[config.mk]
export PLATFORM = sky130hd
export DESIGN_NAME = bidir_shifter
export DESIGN_NICKNAME = d
export VERILOG_FILES = /design/src/rtl/shifter_pkg.sv /design/src/rtl/shifter_ctrl.sv /design/src/rtl/shifter_dp.sv /design/src/rtl/bidir_shifter.sv
export SDC_FILE = /design/constraint.sdc
export NUM_CORES = 1
export LEC_CHECK = 0
export ABC_AREA = 1
export BUFFER_PORTS_ARGS = -buffer_cell sky130_fd_sc_hd__buf_2
export CORE_AREA = 3 3 40 42
export CTS_CLUSTER_DIAMETER = 50
export DETAILED_ROUTE_END_ITERATION = 6
export DIE_AREA = 0 0 43 45
export PLACE_DENSITY = 0.66
export SETUP_SLACK_MARGIN = 0.05
export SKIP_LAST_GASP = 1
export SLEW_MARGIN = 5
export SYNTH_ARGS = -nofsm -noshare
export SYNTH_HDL_FRONTEND = slang
export SYNTH_SLANG_ARGS = --single-unit
export TNS_END_PERCENT = 1
[constraint.sdc]
create_clock -name clk -period 0.9 [get_ports clk]
set_input_delay 0 -clock clk [delete_from_list [all_inputs] [get_ports clk]]
set_output_delay 0 -clock clk [all_outputs]
set_load 0.01 [all_outputs]
[src/rtl/shifter_pkg.sv]
package shifter_pkg;
  typedef enum logic [1:0] {
    MODE_HOLD  = 2'b00,
    MODE_RIGHT = 2'b01,
    MODE_LEFT  = 2'b10,
    MODE_LOAD  = 2'b11
  } mode_e;

  // Strobes from the decoder to the datapath; none set means hold.
  typedef struct packed {
    logic clear;
    logic load;
    logic shiftRight;
    logic shiftLeft;
  } strobe_t;
endpackage

[src/rtl/shifter_ctrl.sv]
module shifter_ctrl
  import shifter_pkg::*;
(
  input  logic       rst,
  input  logic [1:0] mode,
  output strobe_t    stb
);
  always_comb begin
    stb = '0;
    if (rst) begin
      stb.clear = 1'b1;           // reset overrides every mode
    end else begin
      unique case (mode_e'(mode))
        MODE_RIGHT: stb.shiftRight = 1'b1;
        MODE_LEFT:  stb.shiftLeft  = 1'b1;
        MODE_LOAD:  stb.load       = 1'b1;
        default:    stb = '0;
      endcase
    end
  end
endmodule

[src/rtl/shifter_dp.sv]
module shifter_dp
  import shifter_pkg::*;
#(
  parameter int WIDTH = 8
) (
  input  logic             clk,
  input  strobe_t          stb,
  input  logic [WIDTH-1:0] parIn,
  input  logic             fillMsb,
  input  logic             fillLsb,
  output logic [WIDTH-1:0] q
);
  localparam int MSB = WIDTH - 1;

  logic [WIDTH-1:0] nxt;

  for (genvar i = 0; i < WIDTH; i++) begin : g_bit
    logic rightSrc;
    logic leftSrc;
    if (i == MSB) begin : g_rtop
      assign rightSrc = fillMsb;
    end else begin : g_rmid
      assign rightSrc = q[i+1];
    end
    if (i == 0) begin : g_lbot
      assign leftSrc = fillLsb;
    end else begin : g_lmid
      assign leftSrc = q[i-1];
    end
    assign nxt[i] = stb.load       ? parIn[i] :
                    stb.shiftRight ? rightSrc :
                    stb.shiftLeft  ? leftSrc  : q[i];
  end

  always_ff @(posedge clk) begin
    if (stb.clear) q <= '0;
    else           q <= nxt;
  end
endmodule

[src/rtl/bidir_shifter.sv]
module bidir_shifter
  import shifter_pkg::*;
#(
  parameter int WIDTH = 8
) (
  input  logic             clk,
  input  logic             rst,
  input  logic [1:0]       mode,
  input  logic [WIDTH-1:0] parIn,
  input  logic             fillMsb,
  input  logic             fillLsb,
  output logic [WIDTH-1:0] regOut
);
  strobe_t stb;

  shifter_ctrl u_ctrl (
    .rst  (rst),
    .mode (mode),
    .stb  (stb)
  );

  shifter_dp #(.WIDTH(WIDTH)) u_dp (
    .clk     (clk),
    .stb     (stb),
    .parIn   (parIn),
    .fillMsb (fillMsb),
    .fillLsb (fillLsb),
    .q       (regOut)
  );
endmodule

# [Word level (Yosys, flattened, before mapping)]
# Cells that the tools add are included.
[word_totals] wordCells=34 ff_bits=8 out_inout_bits=8
[op_classes] n_mux=29 n_reduce_logical=1 n_eq_ne=3
[op_table] operator="$mux 1" n=28
[op_table] operator="$eq 2x2->1 const B" n=2
[op_table] operator="$mux 3" n=1
[op_table] operator="$reduce_bool 3->1" n=1
[op_table] operator="$eq 2x1->1 const B" n=1

# [Depth between registers and ports, before layout]
[logic_depth] word_depth=6 depth_mapped=7 depth_no_buf=7

# [Hierarchy]
# From an unflattened synthesis, not the netlist that was laid out.
[hier_totals] cells_unflattened=108 hier_area_um2=703.2
[by_module_without_submodules] mod="shifter_dp" seq_area_each_um2=160.2 instances=1 cells_per_inst=99 area_each_um2=665.6
[by_module_without_submodules] mod="shifter_ctrl" seq_area_each_um2=0.0 instances=1 cells_per_inst=9 area_each_um2=37.5

# [Worst setup path before layout]
# OpenSTA, ideal clock, no wires.
[synth_timing] path_kind="register to register" from="register u_dp.q[0]" to="register u_dp.q[1]" n_path_buf=0 stages_incl_launch_ff=5 arrival_ps=643 setup_slack_ps=148 required_time_ps=791 cell_sequence="dfxtp_1 > o21ai_0 > nand3_1 > nand2_1 > inv_1"
[synth_between] elab_chain_len=3
[synth_rtl] element="start, declared" line="shifter_dp.sv:11" text="output logic [WIDTH-1:0] q"
[synth_rtl] element="start signal, assigned" line="shifter_dp.sv:37" text="else q <= nxt;"
[synth_rtl] element="$mux 1" line="shifter_dp.sv:32" text="stb.shiftLeft ? leftSrc : q[i];"
[synth_rtl] element="$mux 1" line="shifter_dp.sv:31" text="stb.shiftRight ? rightSrc :"
[synth_rtl] element="$mux 1" line="shifter_dp.sv:30" text="assign nxt[i] = stb.load ? parIn[i] :"
# No other way between the ends. The select of a mux whose other input is x is not followed.
# A chain may end at the register's enable or synchronous reset.

# [Final worst setup path]
[layout_timing] from="register u_dp.q[4]" to="output regOut[4]"
[layout_lines] element="end, declared" line="bidir_shifter.sv:12" text="output logic [WIDTH-1:0] regOut"
# No word-level cell between the ends.

==> run metrics <==
status complete, no violations; full die area 1940 um2; leakage 0.371 nW; sequential power share a little under half; gr ovfl total 0; Worst Clk Skew 0.00151 ns; CP max stage delay around 0.38 ns; antenna-violating nets left 0; internal power ~0.0006 W; WL final roughly 1200 um; Core ar. 1280 um2; first-pass detailed-route iteration total 4; ANT cells 0; first-pass GRT wire length 1970 um; Yosys reg bits 8; Crit Path Category flop to output pin; DRT iter0 DRCs 17; Buffers & Inverters on Critical Path 1; dpl ws 0.0882 ns; initial core utilization 36.3%; CTS H-tree lvls 1; Cells after Synth 76; DRC violations left 0; cts bufs inserted 3; synth warn 0; Final setup viols 0; Netlist Area Pre-Place 467 um2; postcts setup bufs 0; Worst-Skew Late Latency 0.25 ns; clock transition at the registers of the reported paths 0.05 ns; num ports 22; initial antenna violation count 0; share of the synthesized area in the top cell type 34.3%; setup TNS 0 ns; number of flip-flops in the largest register 8; Tot GR Track Use 13.8%; Synth Net Count 90; Via Count 564; Rows 13; Clk network pwr share 32.9%; min Tclk post-route a little under 0.8 ns; Slew @ Worst Pin approximately 0.20 ns; Final nets 121; largest net degree at the start of global routing 9; hold_buf cts 0; detailed placement HPWL around 970 um; Root Buffer clkbuf_4; final slew viol count 0; gpl congestion around 0.77; CP Capture Type output pin; Max VDD drop ~0.7 mV; vias in the first global route 487; number of port buffers 21; Yosys cell types 12; largest registers u_dp.q (8); CTS sink count 8; max_cap viols 0; Max Fclk 1.27 GHz; wire length per cell 10.4 um; Die W 43 um; Hold Path Class input port to flop; utilization after layout 50.6%; CTS resizes 0; area delta synth->final 39.4%; cell family with most CP delay flip-flops; Final Cycle Share 87.8%; critical path arrival around 0.79 ns; Die Ht roughly 45 um; hold path start parIn[5]; Hold Fails Final Rpt 0; P per Cell Area 1270 nW/um2; CP max-delay cell dfxtp_1; Avg Vias per Cell ~4.7; CP required 0.90 ns; CP Launch Point u_dp.q[4]$_SDFFE_PP0P_; fillers 147; Comb power frac 20.5%; synthesized area per cell 6.14 um2; RSZ-0062 raised after global routing no; cell taking the most area after synthesis dfxtp_1; Sw Pwr 0.000229 W; Critical Path Fanout Max 4; headroom to the max-slew limit 86.4%; Worst R2R Start u_dp.q[0]$_SDFFE_PP0P_; Biggest register u_dp.q; synth top area cells dfxtp_1 34%, nand2_1 29%, nand3_1 16%; CTS tree done; startpoint types flop; clk buf depth 2; share of post-route cells with drive strength above 1 33.3%; Sw Share about 28%; Seq/Total Area, Yosys 34.3%; setup ws final ~0.11 ns; CP cell instances buf_2
## cells by family (layout without fill, tap and decap cells)
logic type             after synthesis  count (layout)  synth area share [%]
flip-flops                           8               8                  34.3
buffers and inverters                7              36                  5.63
AND/OR/NAND/NOR                     57              57                  55.8
AO/OA/AOI/OAI                        4               4                  4.29
## cell type report
type                       count  area [um2]  share of cell area, %
clock buffer                   3        22.5                   3.46
timing repair buffer          26         143                   21.9
tap                           15        18.8                   2.88
multi-input combinational     61         280                   43.1
sequential                     8         160                   24.6
inverter                       7        26.3                   4.04
## worst reg2reg max path, delay by kind of cell (launching register included)
kind                   cells  cell delay, ns
AO/OA/AOI/OAI              1            0.13
buffers and inverters      1            0.03
flip-flops                 1            0.32
AND/OR/NAND/NOR            2            0.15
## per-stage QoR
step / total power, W / instance area, um2 / cells / hold WS [ns]
global placement: 0.000562 / 628 / 117 / 0.294
CTS: 0.000847 / 651 / 120 / 0.0419
global route: 0.000879 / 651 / 120 / 0.0656
detailed placement: 0.000564 / 628 / 117 / 0.306
floorplan: 0.000476 / 467 / 76 / 0.145
finish: 0.000828 / 651 / 120 / 0.0447
## synthesized netlist by cell type
cell / count
nor2_2: 2
inv_1: 6
a21oi_1: 2
dfxtp_1: 8
o21ai_1: 1
nor2_4: 2
nand2_4: 1
nand2_1: 36
nand3_1: 15
nor2_1: 1
inv_2: 1
o21ai_0: 1
## worst paths after layout
kind	to	slack, ns	cells past startpoint
setup / recovery	regOut[4]	0.11	1
hold / removal	u_dp.q[5]$_SDFFE_PP0P_	0.04	5
setup reg to reg	u_dp.q[1]$_SDFFE_PP0P_	0.17	4
hold reg to reg	u_dp.q[7]$_SDFFE_PP0P_	0.48	2
## power by group through the flow
stage / Clock, W / Sequential [W] / Combinational, W
after CTS: 0.000291 / 0.000385 / 0.000171
after floorplan: 0 / 0.000399 / 0.0000767
after global routing: 0.000302 / 0.000387 / 0.000190
final: 0.000273 / 0.000385 / 0.000170
after detailed placement: 0 / 0.000393 / 0.000171
after global placement: 0 / 0.000392 / 0.000170
## metal layers
layer / share of wire, % / wire [um] / vias up / global-route usage (%)
met5: 0 / 0 / - / 0
met2: 46 / 572 / 20 / 21.3
met4: 0.88 / 11 / 0 / 5.42
li1: - / - / 299 / -
met3: 8.0 / 100 / 2 / 7.17
met1: 45 / 559 / 243 / 16.2
## layout by cell type (no fill, tap or decap), types with 2 or more instances in the layout
master / n
clkbuf_4: 3
buf_2: 21
nor2_4: 2
nor2_2: 2
nand2_1: 36
a21oi_1: 2
dfxtp_1: 8
inv_1: 6
buf_4: 5
nand3_1: 15
o21ai_1: 2
Power figures use the tool's default switching activity.
